===== src/rtl/cfg_port_pkg.sv =====
package cfg_port_pkg;
    localparam int BYTE_W  = 8;
    localparam int CTRL_W  = 5;
    // control flag positions
    localparam int C_IDLE  = 4;
    localparam int C_ALRST = 3;
    localparam int C_BYP   = 2;
    localparam int C_LAW   = 1;
    localparam int C_COMP  = 0;
    // header fields
    localparam int HDR_RSV = 7;
    localparam int HDR_CH  = 6;

    typedef enum logic [1:0] {
        SEL_CTRL  = 2'd0,
        SEL_TSIN  = 2'd1,
        SEL_TSOUT = 2'd2,
        SEL_NONE  = 2'd3
    } reg_sel_e;
endpackage


===== src/rtl/cfg_shift.sv =====
module cfg_shift
    import cfg_port_pkg::*;
#(
    parameter int SYNC = 2
) (
    input  logic              clk,
    input  logic              rst_n,
    input  logic              enable,
    input  logic              ser_clk,
    input  logic              ser_din,
    input  logic              ser_cs_n,
    output logic              xfer_act,
    output logic              byte_vld,
    output logic [BYTE_W-1:0] byte_data
);
    localparam int BCNT_W = $clog2(BYTE_W);

    typedef struct packed {
        logic [SYNC-1:0]   sclk_sr;
        logic [SYNC-1:0]   din_sr;
        logic [SYNC-1:0]   csn_sr;
        logic              sclk_prev;
        logic [BYTE_W-1:0] sh;
        logic [BCNT_W-1:0] cnt;
        logic              vld;
    } shift_t;

    shift_t q, d;
    logic   sclk_s, din_s, csn_s, act;

    assign sclk_s = q.sclk_sr[SYNC-1];
    assign din_s  = q.din_sr[SYNC-1];
    assign csn_s  = q.csn_sr[SYNC-1];
    assign act    = enable && !csn_s;

    always_comb begin
        d           = q;
        d.sclk_sr   = {q.sclk_sr[SYNC-2:0], ser_clk};
        d.din_sr    = {q.din_sr[SYNC-2:0], ser_din};
        d.csn_sr    = {q.csn_sr[SYNC-2:0], ser_cs_n};
        d.sclk_prev = sclk_s;
        d.vld       = 1'b0;
        if (!act) begin
            d.cnt = '0;
        end else if (sclk_s && !q.sclk_prev) begin
            d.sh  = {q.sh[BYTE_W-2:0], din_s};
            d.cnt = q.cnt + 1'b1;
            if (q.cnt == BCNT_W'(BYTE_W - 1)) begin
                d.vld = 1'b1;
            end
        end
    end

    always_ff @(posedge clk or negedge rst_n) begin
        if (!rst_n) begin
            q        <= '0;
            q.csn_sr <= '1;
        end else begin
            q <= d;
        end
    end

    assign xfer_act  = act;
    assign byte_vld  = q.vld;
    assign byte_data = q.sh;


    vld_in_xfer_chk: assert property (@(posedge clk) disable iff (!rst_n)
        byte_vld |-> $past(act));
endmodule


===== src/rtl/cfg_decode.sv =====
module cfg_decode
    import cfg_port_pkg::*;
#(
    parameter int ADDR_W = 6
) (
    input  logic              clk,
    input  logic              rst_n,
    input  logic              xfer_act,
    input  logic              byte_vld,
    input  logic [BYTE_W-1:0] byte_data,
    input  logic [ADDR_W-1:0] dev_addr,
    output logic              wr_en,
    output logic              wr_x,
    output reg_sel_e          wr_sel,
    output logic [BYTE_W-1:0] wr_data
);
    localparam int NREG  = 3;
    localparam int IDX_W = $clog2(NREG + 2);

    typedef struct packed {
        logic [IDX_W-1:0]  idx;
        logic              match;
        logic              sel_x;
        logic              wr_en;
        logic              wr_x;
        reg_sel_e          wr_sel;
        logic [BYTE_W-1:0] wr_data;
    } dec_t;

    dec_t q, d;

    always_comb begin
        d       = q;
        d.wr_en = 1'b0;
        if (!xfer_act) begin
            d.idx   = '0;
            d.match = 1'b0;
        end else if (byte_vld) begin
            if (q.idx == '0) begin
                d.match = !byte_data[HDR_RSV] &&
                          (byte_data[ADDR_W-1:0] == dev_addr);
                d.sel_x = byte_data[HDR_CH];
                d.idx   = IDX_W'(1);
            end else if (q.idx <= IDX_W'(NREG)) begin
                if (q.match) begin
                    d.wr_en   = 1'b1;
                    d.wr_x    = q.sel_x;
                    d.wr_sel  = reg_sel_e'(q.idx[1:0] - 2'd1);
                    d.wr_data = byte_data;
                end
                d.idx = q.idx + 1'b1;
            end
        end
    end

    always_ff @(posedge clk or negedge rst_n) begin
        if (!rst_n) begin
            q        <= '0;
            q.wr_sel <= SEL_NONE;
        end else begin
            q <= d;
        end
    end

    assign wr_en   = q.wr_en;
    assign wr_x    = q.wr_x;
    assign wr_sel  = q.wr_sel;
    assign wr_data = q.wr_data;


    idx_range_chk: assert property (@(posedge clk) disable iff (!rst_n)
        q.idx <= IDX_W'(NREG + 1));

    wr_in_xfer_chk: assert property (@(posedge clk) disable iff (!rst_n)
        wr_en |-> $past(xfer_act));
endmodule


===== src/rtl/cfg_chan.sv =====
module cfg_chan
    import cfg_port_pkg::*;
#(
    parameter int ALRST_CYC = 4
) (
    input  logic              clk,
    input  logic              rst_n,
    input  logic              soft_mode,
    input  logic              wr_en,
    input  reg_sel_e          wr_sel,
    input  logic [BYTE_W-1:0] wr_data,
    output logic [CTRL_W-1:0] ctrl,
    output logic [BYTE_W-1:0] ts_in,
    output logic [BYTE_W-1:0] ts_out,
    output logic              alg_rst
);
    localparam int TMR_W = $clog2(ALRST_CYC + 1);

    typedef struct packed {
        logic [CTRL_W-1:0] ctrl;
        logic [BYTE_W-1:0] ts_in;
        logic [BYTE_W-1:0] ts_out;
        logic [TMR_W-1:0]  tmr;
    } chan_t;

    chan_t q, d;

    always_comb begin
        d = q;
        if (q.tmr != '0) begin
            d.tmr = q.tmr - 1'b1;
            if (q.tmr == TMR_W'(1)) begin
                d.ctrl[C_ALRST] = 1'b0;
            end
        end
        if (wr_en) begin
            case (wr_sel)
                SEL_CTRL: begin
                    d.ctrl = wr_data[CTRL_W-1:0];
                    d.tmr  = wr_data[C_ALRST] ? TMR_W'(ALRST_CYC) : '0;
                end
                SEL_TSIN:  d.ts_in  = wr_data;
                SEL_TSOUT: d.ts_out = wr_data;
                default: ;
            endcase
        end
        if (!soft_mode) begin
            d = '0;
        end
    end

    always_ff @(posedge clk or negedge rst_n) begin
        if (!rst_n) begin
            q <= '0;
        end else begin
            q <= d;
        end
    end

    assign ctrl    = q.ctrl;
    assign ts_in   = q.ts_in;
    assign ts_out  = q.ts_out;
    assign alg_rst = (q.tmr != '0);


    hw_clear_chk: assert property (@(posedge clk) disable iff (!rst_n)
        !soft_mode |=> (ctrl == '0 && ts_in == '0 && ts_out == '0 && !alg_rst));

    pulse_flag_chk: assert property (@(posedge clk) disable iff (!rst_n)
        alg_rst |-> ctrl[C_ALRST]);

    tmr_bound_chk: assert property (@(posedge clk) disable iff (!rst_n)
        q.tmr <= TMR_W'(ALRST_CYC));
endmodule


===== src/rtl/cfg_port_top.sv =====
module cfg_port_top
    import cfg_port_pkg::*;
#(
    parameter int ADDR_W    = 6,
    parameter int SYNC      = 2,
    parameter int ALRST_CYC = 4
) (
    input  logic              clk,
    input  logic              rst_n,
    input  logic              mode_sw,
    input  logic              ser_clk,
    input  logic              ser_din,
    input  logic              ser_cs_n,
    input  logic [ADDR_W-1:0] dev_addr,
    input  logic              hw_idle_x,
    input  logic              hw_law_x,
    input  logic              hw_comp_x,
    input  logic              hw_idle_y,
    input  logic              hw_law_y,
    input  logic              hw_comp_y,
    output logic [4:0]        x_ctrl,
    output logic [7:0]        x_ts_in,
    output logic [7:0]        x_ts_out,
    output logic              x_alg_rst,
    output logic [4:0]        y_ctrl,
    output logic [7:0]        y_ts_in,
    output logic [7:0]        y_ts_out,
    output logic              y_alg_rst
);
    localparam int NCH = 2; // index 0 = X, 1 = Y

    logic              xfer_act, byte_vld, wr_en, wr_x;
    logic [BYTE_W-1:0] byte_data, wr_data;
    reg_sel_e          wr_sel;

    logic [CTRL_W-1:0] ctrl_r [NCH];
    logic [BYTE_W-1:0] tsi_r  [NCH];
    logic [BYTE_W-1:0] tso_r  [NCH];
    logic              pulse_r[NCH];
    logic [CTRL_W-1:0] hw_ctrl[NCH];

    cfg_shift #(.SYNC(SYNC)) u_shift (
        .clk(clk), .rst_n(rst_n), .enable(mode_sw),
        .ser_clk(ser_clk), .ser_din(ser_din), .ser_cs_n(ser_cs_n),
        .xfer_act(xfer_act), .byte_vld(byte_vld), .byte_data(byte_data)
    );

    cfg_decode #(.ADDR_W(ADDR_W)) u_dec (
        .clk(clk), .rst_n(rst_n), .xfer_act(xfer_act),
        .byte_vld(byte_vld), .byte_data(byte_data), .dev_addr(dev_addr),
        .wr_en(wr_en), .wr_x(wr_x), .wr_sel(wr_sel), .wr_data(wr_data)
    );

    assign hw_ctrl[0] = {hw_idle_x, 1'b0, 1'b0, hw_law_x, hw_comp_x};
    assign hw_ctrl[1] = {hw_idle_y, 1'b0, 1'b0, hw_law_y, hw_comp_y};

    for (genvar c = 0; c < NCH; c++) begin : g_ch
        logic ch_wr;
        assign ch_wr = wr_en && (wr_x == (c == 0));
        cfg_chan #(.ALRST_CYC(ALRST_CYC)) u_chan (
            .clk(clk), .rst_n(rst_n), .soft_mode(mode_sw),
            .wr_en(ch_wr), .wr_sel(wr_sel), .wr_data(wr_data),
            .ctrl(ctrl_r[c]), .ts_in(tsi_r[c]), .ts_out(tso_r[c]),
            .alg_rst(pulse_r[c])
        );
    end

    assign x_ctrl    = mode_sw ? ctrl_r[0] : hw_ctrl[0];
    assign y_ctrl    = mode_sw ? ctrl_r[1] : hw_ctrl[1];
    assign x_ts_in   = tsi_r[0];
    assign x_ts_out  = tso_r[0];
    assign y_ts_in   = tsi_r[1];
    assign y_ts_out  = tso_r[1];
    assign x_alg_rst = pulse_r[0];
    assign y_alg_rst = pulse_r[1];
endmodule


===== config.mk =====
export PLATFORM = sky130hd
export DESIGN_NAME = cfg_port_top
export DESIGN_NICKNAME = d
export VERILOG_FILES = /design/src/rtl/cfg_port_pkg.sv /design/src/rtl/cfg_shift.sv /design/src/rtl/cfg_decode.sv /design/src/rtl/cfg_chan.sv /design/src/rtl/cfg_port_top.sv
export SDC_FILE = /design/constraint.sdc
export NUM_CORES = 1
export LEC_CHECK = 0
export ABC_AREA = 1
export BUFFER_PORTS_ARGS = -buffer_cell sky130_fd_sc_hd__clkbuf_2
export CAP_MARGIN = 5
export CORE_MARGIN = 5
export CORE_UTILIZATION = 51
export DETAILED_ROUTE_END_ITERATION = 7
export HOLD_SLACK_MARGIN = 0.03
export PLACE_DENSITY_LB_ADDON = 0.1
export SLEW_MARGIN = 20
export SYNTH_ARGS = -nofsm -noshare
export SYNTH_HDL_FRONTEND = slang
export SYNTH_SLANG_ARGS = --single-unit

===== constraint.sdc =====
create_clock -name clk -period 1.59 [get_ports clk]
set_clock_uncertainty 0.2 [all_clocks]
set_input_delay 0.318 -clock clk [delete_from_list [all_inputs] [get_ports clk]]
set_output_delay 0.318 -clock clk [all_outputs]
set_load 0.02 [all_outputs]

==> results of run 1 <==
-- state kept, by name, summed over array words and instances, names as in the netlist, 2 cells and up --
| signal | flops |
|---|---|
| g_ch.u_chan.ts_in | 16 |
| g_ch.u_chan.ts_out | 16 |
| g_ch.u_chan.ctrl | 10 |
| u_dec.wr_data | 8 |
| u_shift.byte_data | 8 |
| g_ch.u_chan.q | 6 |
| u_dec.q | 5 |
| u_shift.d | 4 |
| u_shift.q | 4 |
| u_dec.wr_sel | 2 |
-- cell type report --
type | count | area [µm²] | share of cell area, %
Clock buffer | 12 | 135 | 2.73
Clock inverter | 4 | 26.3 | 0.532
Inverter | 58 | 225 | 4.56
Timing Repair Buffer | 106 | 776 | 15.7
Multi-Input combinational cell | 275 | 1550 | 31.3
Tap cell | 102 | 128 | 2.58
Sequential cell | 84 | 2110 | 42.6
-- through the flow --
step	cell area [µm²]	setup TNS, ps	setup slack [ps]	power, µW	utilization, %
CTS	4760	-629	-123	4350	62.2
global route	4940	-1690	-185	4620	64.6
global placement	4350	-20.8	-20.8	2870	56.9
floorplan	3970	0	16.5	2660	-
detailed placement	4350	-244	-49.2	2880	56.9
finish	4940	-794	-126	4360	64.6
-- kinds of logic (layout without fill, tap and decap cells) --
logic type | after synthesis | count (layout) | synth area share (%)
AND/OR/NAND/NOR | 186 | 186 | 19.2
adder cells (fa/ha/maj) | 11 | 11 | 3.47
XOR/XNOR | 2 | 2 | 0.441
flip-flops | 84 | 84 | 53.1
AO/OA/AOI/OAI | 76 | 76 | 11.1
buffers and inverters | 98 | 180 | 12.7
-- layout by cell type, fill, tap and decap left out, types with 4 or more instances in the layout --
cell / netlist / layout
a21oi_1: 7 / 6
buf_12: 0 / 4
buf_2: 4 / 4
buf_4: 35 / 34
buf_6: 0 / 6
clkbuf_2: 0 / 51
clkbuf_8: 0 / 9
dfrtp_1: 80 / 80
dfstp_2: 4 / 4
dlygate4sd3_1: 0 / 4
ha_1: 11 / 6
inv_1: 49 / 41
inv_2: 8 / 13
nand2_1: 130 / 110
nand2_2: 8 / 22
nand2_4: 0 / 6
nand3_1: 17 / 17
nor2_1: 24 / 22
nor2_4: 1 / 4
o21ai_0: 32 / 27
o21ai_1: 23 / 21
o21ai_2: 1 / 8
o22ai_1: 5 / 5
-- layer usage --
metal | share of wire (%) | GRT usage [%] | up-vias | wire length [µm]
met3 | 4.2 | 5.29 | 8 | 360
met4 | 1.2 | 4.41 | 0 | 103
li1 | - | - | 1561 | -
met2 | 50 | 30.1 | 51 | 4250
met1 | 45 | 24.2 | 1480 | 3790
met5 | 0 | 0 | - | 0
-- worst max path at each step --
stage | to | slack (ps) | cells after the start
6_report | x_alg_rst | -130 | 4
5_1_grt | x_alg_rst | -180 | 4
4_1_cts | x_alg_rst | -120 | 4
3_5_place_dp | u_dec.wr_data[7] | -50 | 8
3_3_place_gp | u_dec.wr_data[7] | -20 | 8
2_1_floorplan | u_dec.wr_data[3] | 20 | 6
-- power breakdown --
group	internal, µW	switching [µW]
registers	2220	55.4
logic	369	405
clock network	567	740
-- worst max-delay path: cells and delay by family, from the launching register on --
| kind | cells | cell delay (ps) |
|---|---|---|
| flip-flops | 1 | 410 |
| buffers and inverters | 2 | 230 |
| adder cells (fa/ha/maj) | 1 | 150 |
| AND/OR/NAND/NOR | 1 | 50 |
-- what timing repair did --
item | CTS | global route
cloned | 2 | 0
hold buffers | 4 | 0
endpoints found under the hold margin | 87 | 0
setup buffers | 9 | 6
gates resized for setup | 34 | 55
setup endpoints to repair | 15 | 31
pin swaps | 8 | 12
==> results.txt, run 1 <==
number of diodes: 0
core area: 0.00765 mm²
Post-synth ARST share: 100%
Routed WL: 8.51 mm
period utilization: 108%
FF-to-FF setup slack: -90 ps
Clock Latency Late Sink: 350 ps
Post-Syn Area: 0.00397 mm²
dpl cells: 604
Final setup viols: 14
Max Buffers Root-to-Sink: 2
initial antenna violation count: 0
non-filler instance count after layout: 641
Cells on Worst Hold Path: 6
Synth Flop Type: dfrtp_1
crit-path cells: inv_2 > ha_4 > nand2_4 > buf_8
number of global-route vias before repair: 3032
WHS: 152 ps
Synth top cells by count: nand2_1, dfrtp_1, inv_1
Initial Util: 51.9%
GRT Total Usage: 18.3%
DP Wirelength: 5.95 mm
final hold viol count: 0
Hold Path Class: in2reg
Reg-to-Reg End: u_dec.wr_data[7]
crit end category: output pin
top cells by area, synth: dfrtp_1, nand2_1, buf_4, inv_1, o21ai_0
largest net degree at the start of global routing: 36
worst setup margin: -126 ps
number of buffers created by CTS: 9
Max Slew Vio Count: 0
slowest stage delay, CP: 410 ps
fin nets: 563
Via density: 4.84
H-Tree Depth: 3
Yosys top cell by area: dfrtp_1
hold_sp: dev_addr[2]
Post-synth EDFFs: 0
maxcap violations: 0
Slew headroom: 79.3%
CP Data Required Time: 1070 ps
crit path time final: 1720 ps
first-pass GRT wire length: 14.3 mm
reg2reg path depth: 8
WHS Endpoint: u_dec.q[13]
reg2reg start: u_dec.q[14]
crit path max-delay cell type: dfrtp_1
crit-path max FO: 2
Worst-Margin Slew: 310 ps
routability congestion estimate from global placement: 0.831
Die Ht: 98.2 µm
Top-Level Pins: 62
LEAKAGE: 0.00247 µW
die width: 98.2 µm
drc violations: 0
Fmax achieved: 583 MHz
TritonCTS clock tree: yes
Synth cell types: 30
register area share after synthesis: 53.1%
Worst Setup SP: g_ch[0].u_chan.q[0]
# fillers: 683
post-synthesis cell count: 457
clk root buf: clkbuf_8
clk sink count: 84
Worst Path Arrival: 1200 ps
Setup CP Type: reg2out
syn_nets: 486
share of layout cells above drive strength 1: 34.9%
GRT overflow: 0
area grow syn2layout: 24.4%
Pwr per Cell Area: 882 mW/mm²
area share of the largest cell type after synthesis: 50.4%
Pre-antenna DRT Iters: 4
FF+latch count, synth: 84
Die Footprint: 0.00965 mm²
failing checks: negative setup slack
IR drop worst, VDD: 0.000837 V
Ys Warns: 0
RSZ-0062 raised after global routing: yes
crit path launch type: flip-flop
Vias: 3100
# rows: 32
per-cell routed wire length: 13.3 µm
post-synthesis area per instance: 8.69 µm²
buffers added on ports: 61
ANT nets after route: 0
dominant cell by count in the synthesized netlist: nand2_1
Starting DRT DRC Count: 134
clock slew at reported path FFs: 90 ps
outcome: finished, violations left
Note: power is estimated with default switching activity, not from simulation.
==> inputs of run 2 (changes only) <==
--- a/config.mk
+++ b/config.mk
@@ -5,9 +5,9 @@
 export SDC_FILE = /design/constraint.sdc
 export NUM_CORES = 1
 export LEC_CHECK = 0
-export ABC_AREA = 1
 export BUFFER_PORTS_ARGS = -buffer_cell sky130_fd_sc_hd__clkbuf_2
 export CAP_MARGIN = 5
+export CORE_ASPECT_RATIO = 0.5
 export CORE_MARGIN = 5
 export CORE_UTILIZATION = 51
 export DETAILED_ROUTE_END_ITERATION = 7
==> results.txt, run 2 <==
Post-synth EDFFs: 0 (unchanged)
post-synthesis mux area share: 10.2% (was 0%)
area grow syn2layout: 32.4% (was 24.4%)
Worst Path Arrival: 1950 ps (was 1200 ps)
Reg-to-Reg End: u_dec.wr_data[4] (was u_dec.wr_data[7])
post-synthesis cell count: 376 (was 457)
Synth Area in Simple Gates: 14.8% (was 19.2%)
register area share after synthesis: 52.0% (was 53.1%)
Synth cell types: 36 (was 30)
final hold viol count: 0 (unchanged)
drc violations: 0 (unchanged)
GRT overflow: 0 (unchanged)
LEAKAGE: 0.00257 µW (was 0.00247 µW)
fin nets: 490 (was 563)
XOR/XNOR share of the synthesized area: 1.95% (was 0.441%)
Ys Warns: 0 (unchanged)
TritonCTS clock tree: yes (unchanged)
dpl cells: 536 (was 604)
buffers added on ports: 61 (unchanged)
reg2reg start: u_dec.q[15] (was u_dec.q[14])
post-synthesis area per instance: 10.8 µm² (was 8.69 µm²)
# fillers: 611 (was 683)
WHS: 149 ps (was 152 ps)
routability congestion estimate from global placement: 0.822 (was 0.831)
crit path launch type: flip-flop (unchanged)
number of diodes: 0 (unchanged)
H-Tree Depth: 3 (unchanged)
clock slew at reported path FFs: 60 ps (was 90 ps)
Slew headroom: 74.1% (was 79.3%)
Top-Level Pins: 62 (unchanged)
GRT Total Usage: 19.5% (was 18.3%)
crit path time final: 1920 ps (was 1720 ps)
first-pass GRT wire length: 15.0 mm (was 14.3 mm)
Max Buffers Root-to-Sink: 2 (unchanged)
crit end category: flip-flop (was output pin)
Die Footprint: 0.00993 mm² (was 0.00965 mm²)
reg2reg path depth: 6 (was 8)
# rows: 23 (was 32)
Via density: 4.94 (was 4.84)
Fmax achieved: 520 MHz (was 583 MHz)
hold_sp: u_shift.d[16] (was dev_addr[2])
period utilization: 121% (was 108%)
Worst Setup SP: u_dec.q[15] (was g_ch[0].u_chan.q[0])
maxcap violations: 0 (unchanged)
Critical Path Sink: u_dec.wr_data[4] (was x_alg_rst)
Final setup viols: 22 (was 14)
crit-path max FO: 5 (was 2)
per-cell routed wire length: 16.0 µm (was 13.3 µm)
worst setup margin: -333 ps (was -126 ps)
clk root buf: clkbuf_16 (was clkbuf_8)
non-filler instance count after layout: 578 (was 641)
largest net degree at the start of global routing: 37 (was 36)
Synth top cells by count: nand2_1, dfrtp_1, a21boi_0 (was nand2_1, dfrtp_1, inv_1)
Setup CP Type: reg2reg (was reg2out)
crit path max-delay cell type: dfrtp_2 (was dfrtp_1)
Yosys top cell by area: dfrtp_1 (unchanged)
Die Ht: 73.0 µm (was 98.2 µm)
slowest stage delay, CP: 420 ps (was 410 ps)
Buf/Inv on CP: 2 (unchanged)
CP delay by family, top: simple AND/OR/NAND/NOR gates (was flip-flops)
Routed WL: 9.27 mm (was 8.51 mm)
initial antenna violation count: 0 (unchanged)
crit-path cells: inv_2 > ha_4 > and2b_4 > nor4b_4 > buf_4 > mux2_4 (was inv_2 > ha_4 > nand2_4 > buf_8)
outcome: finished, violations left (unchanged)
Post-synth ARST share: 100% (unchanged)
Initial Util: 51.6% (was 51.9%)
Synth Area in Adders: 3.40% (was 3.47%)
largest family of logic cells by synthesized area: simple AND/OR/NAND/NOR gates (unchanged)
Worst-Margin Slew: 388 ps (was 310 ps)
Starting DRT DRC Count: 171 (was 134)
syn_nets: 405 (was 486)
Max Slew Vio Count: 0 (unchanged)
RSZ-0062 raised after global routing: yes (unchanged)
area share of the largest cell type after synthesis: 49.4% (was 50.4%)
die width: 136 µm (was 98.2 µm)
core area: 0.00786 mm² (was 0.00765 mm²)
Compound-Gate Fraction of Synth Area: 9.67% (was 11.1%)
commonest cells after routing, fill and taps aside: nand2_1, dfrtp_1, clkbuf_2, buf_4, a21boi_1 (was nand2_1, dfrtp_1, clkbuf_2, inv_1, buf_4)
Crit path depth: 6 (was 4)
top cells by area, synth: dfrtp_1, nand2_1, a21boi_0, buf_4, mux2_2 (was dfrtp_1, nand2_1, buf_4, inv_1, o21ai_0)
Pre-antenna DRT Iters: 4 (unchanged)
clk sink count: 84 (unchanged)
Pwr per Cell Area: 1100 mW/mm² (was 882 mW/mm²)
Clock Latency Late Sink: 340 ps (was 350 ps)
CP Data Required Time: 1610 ps (was 1070 ps)
number of buffers created by CTS: 9 (unchanged)
Hold Path Class: reg2reg (was in2reg)
FF+latch count, synth: 84 (unchanged)
ANT nets after route: 0 (unchanged)
Vias: 2854 (was 3100)
failing checks: negative setup slack (unchanged)
Synth Flop Type: dfrtp_1 (unchanged)
Post-Syn Area: 0.00405 mm² (was 0.00397 mm²)
share of layout cells above drive strength 1: 43.6% (was 34.9%)
FF-to-FF setup slack: -330 ps (was -90 ps)
DP Wirelength: 6.19 mm (was 5.95 mm)
number of global-route vias before repair: 2994 (was 3032)
dominant cell by count in the synthesized netlist: nand2_1 (unchanged)
IR drop worst, VDD: 0.000944 V (was 0.000837 V)
==> run 2: cell count changes in the layout (fill, tap and decap cells not counted), moves of 16 or more <==
| cell | change |
|---|---|
| mux2_4 | +18 |
| a21boi_0 | +16 |
| a21boi_1 | +21 |
| o21ai_1 | -20 |
| nand2_2 | -17 |
| inv_1 | -38 |
| o21ai_0 | -26 |
| nand2_1 | -32 |
==> run 2: stage by stage <==
step | utilization, % | TNS, ps | power, µW | instance area (µm²) | setup slack [ps]
finish | 68.3 | -4110 | 5870 | 5360 | -333
global route | 68.3 | -6220 | 6130 | 5360 | -405
CTS | 65.1 | -4090 | 5680 | 5110 | -329
detailed placement | 57.1 | -6670 | 3170 | 4490 | -377
global placement | 57.1 | -5370 | 3120 | 4490 | -317
floorplan | - | -3560 | 2850 | 4090 | -349
==> run 2: layer usage <==
layer  up-vias  track usage (%)  share of wire, %
met5         -                0                 0
li1       1387                -                 -
met4         0             4.36               1.0
met1      1391             25.4                44
met2        66             32.5                50
met3        10             6.06               5.3
==> run 2: repair_timing <==
| item | in CTS | in global routing |
|---|---|---|
| hold buffers | 4 | 0 |
| pin swaps | 11 | 15 |
| gates cloned | 1 | 0 |
| gates resized for setup | 47 | 71 |
| endpoints found under the setup margin | 38 | 58 |
| hold endpoints to repair | 49 | 0 |
| setup buffers | 10 | 12 |
==> run 2: final cells by class <==
class	count	area (µm²)	share of cell area, %
multi-input combinational	242	1900	35.4
inverter	9	33.8	0.630
clock buffer	12	246	4.60
clock inverter	4	72.6	1.35
sequential	84	2110	39.3
timing repair buffer	115	860	16.0
tap	112	140	2.61
==> run 2: kinds of logic (layout without fill, tap and decap cells) <==
family,Yosys count,after routing
fa+ha+maj,11,11
compound gates,53,53
simple gates,133,134
buf+inv,51,140
mux,35,35
flops,84,84
xor+xnor,9,9
==> run 2: worst min-delay path by stage <==
stage | endpoint | cells after the start
after floorplan | g_ch[0].u_chan.ctrl[0] | 0
after global routing | u_shift.csn_s | 0
after detailed placement | g_ch[1].u_chan.q[1] | 1
final | u_shift.din_s | 0
after CTS | u_shift.din_s | 0
after global placement | g_ch[1].u_chan.q[1] | 1
==> run 2: power breakdown <==
part	leakage [µW]	switching, µW	internal, µW
Clock	0.000153	811	1420
Sequential	0.00114	105	2250
Combinational	0.00128	559	732
Total	0.00257	1470	4400
==> inputs of run 3 (changes only) <==
--- a/config.mk
+++ b/config.mk
@@ -9,7 +9,7 @@
 export CAP_MARGIN = 5
 export CORE_ASPECT_RATIO = 0.5
 export CORE_MARGIN = 5
-export CORE_UTILIZATION = 51
+export CORE_UTILIZATION = 57
 export DETAILED_ROUTE_END_ITERATION = 7
 export HOLD_SLACK_MARGIN = 0.03
 export PLACE_DENSITY_LB_ADDON = 0.1
==> constraint.sdc (replaced) <==
create_clock -name clk -period 1.8 [get_ports clk]
set_clock_uncertainty 0.2 [all_clocks]
set_input_delay 0.36 -clock clk [delete_from_list [all_inputs] [get_ports clk]]
set_output_delay 0.36 -clock clk [all_outputs]
set_load 0.02 [all_outputs]
==> results.txt, run 3 (same netlist as run 2, synthesis figures left out) <==
number of global-route vias before repair: 2860 (was 2994)
final hold viol count: 0 (unchanged)
Hold Path Class: reg2reg (unchanged)
core area: 0.00681 mm² (was 0.00786 mm²)
outcome: finished, violations left (unchanged)
RSZ-0062 raised after global routing: yes (unchanged)
crit-path max FO: 5 (unchanged)
clk root buf: clkbuf_16 (unchanged)
worst setup margin: -180 ps (was -333 ps)
first-pass GRT wire length: 14.3 mm (was 15.0 mm)
maxcap violations: 0 (unchanged)
Pwr per Cell Area: 988 mW/mm² (was 1100 mW/mm²)
TritonCTS clock tree: yes (unchanged)
Fmax achieved: 505 MHz (was 520 MHz)
Routed WL: 8.23 mm (was 9.27 mm)
fin nets: 470 (was 490)
routability congestion estimate from global placement: 0.865 (was 0.822)
period utilization: 110% (was 121%)
crit end category: flip-flop (unchanged)
Clock Latency Late Sink: 340 ps (about the same)
Slew headroom: 73.7% (was 74.1%)
number of diodes: 0 (unchanged)
Cells on Worst Hold Path: 0 (unchanged)
reg2reg path depth: 6 (unchanged)
Die Ht: 69.6 µm (was 73.0 µm)
Final setup viols: 11 (was 22)
FF-to-FF setup slack: -180 ps (was -330 ps)
Setup CP Type: reg2reg (unchanged)
LEAKAGE: 0.00236 µW (was 0.00257 µW)
ANT nets after route: 0 (unchanged)
commonest cells after routing, fill and taps aside: nand2_1, dfrtp_1, clkbuf_2, a21boi_0, buf_4 (was nand2_1, dfrtp_1, clkbuf_2, buf_4, a21boi_1)
failing checks: negative setup slack (unchanged)
die width: 129 µm (was 136 µm)
number of buffers created by CTS: 9 (unchanged)
area grow syn2layout: 20.9% (was 32.4%)
GRT overflow: 0 (unchanged)
initial antenna violation count: 0 (unchanged)
Pre-antenna DRT Iters: 4 (unchanged)
Final Util: 71.9% (was 68.3%)
drc violations: 0 (unchanged)
crit path time final: 1980 ps (was 1920 ps)
share of layout cells above drive strength 1: 35.4% (was 43.6%)
Vias: 2733 (was 2854)
buffers added on ports: 61 (unchanged)
clock slew at reported path FFs: 60 ps (about the same)
hold_sp: u_shift.d[16] (unchanged)
DP Wirelength: 5.82 mm (was 6.19 mm)
Reg-to-Reg End: u_dec.wr_data[7] (was u_dec.wr_data[4])
crit path launch type: flip-flop (unchanged)
clk sink count: 84 (unchanged)
CP Data Required Time: 1820 ps (was 1610 ps)
Max Slew Vio Count: 0 (unchanged)
WHS Endpoint: u_shift.din_s (unchanged)
H-Tree Depth: 3 (unchanged)
GRT Total Usage: 20.2% (was 19.5%)
reg2reg start: u_dec.q[14] (was u_dec.q[15])
Die Footprint: 0.00899 mm² (was 0.00993 mm²)
Top-Level Pins: 62 (unchanged)
commonest non-fill, non-tap cell in the layout: nand2_1
Max Buffers Root-to-Sink: 2 (unchanged)
Worst Path Arrival: 2000 ps (was 1950 ps)
Initial Util: 59.5% (was 51.6%)
setup TNS: -1650 ps (was -4110 ps)
# rows: 21 (was 23)
IR drop worst, VDD: 0.000689 V (was 0.000944 V)
per-cell routed wire length: 15.3 µm (was 16.0 µm)
Starting DRT DRC Count: 190 (was 171)
largest net degree at the start of global routing: 41 (was 37)
Worst-Margin Slew: 393 ps (was 388 ps)
Via density: 5.08 (was 4.94)
## run 3: changes by cell type in the layout (fill, tap and decap cells not counted), sizes merged
cell and change:
buf -26, clkbuf +6, clkinv +2, clkinvlp -1
nor2 -1
## run 3: power breakdown
part	switching, µW	total (µW)	internal [µW]	leakage [µW]
clock	685	1930	1240	0.000159
sequential	84.5	2070	1990	0.00114
combinational	401	837	437	0.00106
total	1170	4840	3670	0.00236
## run 3: critical path, stage by stage (launching register included)
cell	delay (ps)
dfrtp_1	430
inv_2	80
ha_4	160
and2b_4	170
nor4b_4	310
buf_4	210
mux2_4	300
## run 3: worst max-delay path by stage
stage | slack, ps | cells past startpoint | endpoint | start
after floorplan | -140 | 6 | u_dec.wr_data[1] | u_dec.q[14]
after global placement | -150 | 6 | u_dec.wr_data[5] | u_dec.q[14]
after detailed placement | -200 | 6 | u_dec.wr_data[2] | u_dec.q[14]
after CTS | -150 | 6 | u_dec.wr_data[7] | u_dec.q[14]
after global routing | -240 | 6 | u_dec.wr_data[7] | u_dec.q[15]
final | -180 | 6 | u_dec.wr_data[7] | u_dec.q[14]
## run 3: cell type report
class / count / area (µm²)
Multi-Input combinational cell: 241 / 1710
Clock inverter: 5 / 75.1
Sequential cell: 84 / 2110
Fill cell: 511 / 1910
Clock buffer: 11 / 243
Tap cell: 92 / 115
Inverter: 9 / 33.8
Timing Repair Buffer: 96 / 609
## run 3: metal layers
layer  vias to the layer above  GRT usage, %  wire length, µm
met5                         -             0                0
met4                         0          5.70              144
met3                        11          7.15              443
met2                        63          31.8             3920
met1                      1322          26.4             3720
li1                       1337             -                -
## run 3: metrics by stage
stage | cells | hold WS, ps | total power [µW] | instance area [µm²] | setup WS (ps)
final | 538 | 145 | 4840 | 4900 | -180
after global routing | 538 | 163 | 5090 | 4900 | -236
after CTS | 534 | 149 | 4780 | 4810 | -151
after detailed placement | 508 | 120 | 2730 | 4380 | -203
after global placement | 508 | 113 | 2690 | 4380 | -149
after floorplan | 376 | -136 | 2520 | 4070 | -139
## run 3: what timing repair did
| item | CTS | global route |
|---|---|---|
| endpoints found under the setup margin | 13 | 18 |
| hold buffers | 4 | 0 |
| gates cloned | 0 | 0 |
| gates resized for setup | 12 | 12 |
| buffers inserted | 6 | 5 |
| endpoints found under the hold margin | 29 | 0 |
| pin swaps | 2 | 3 |
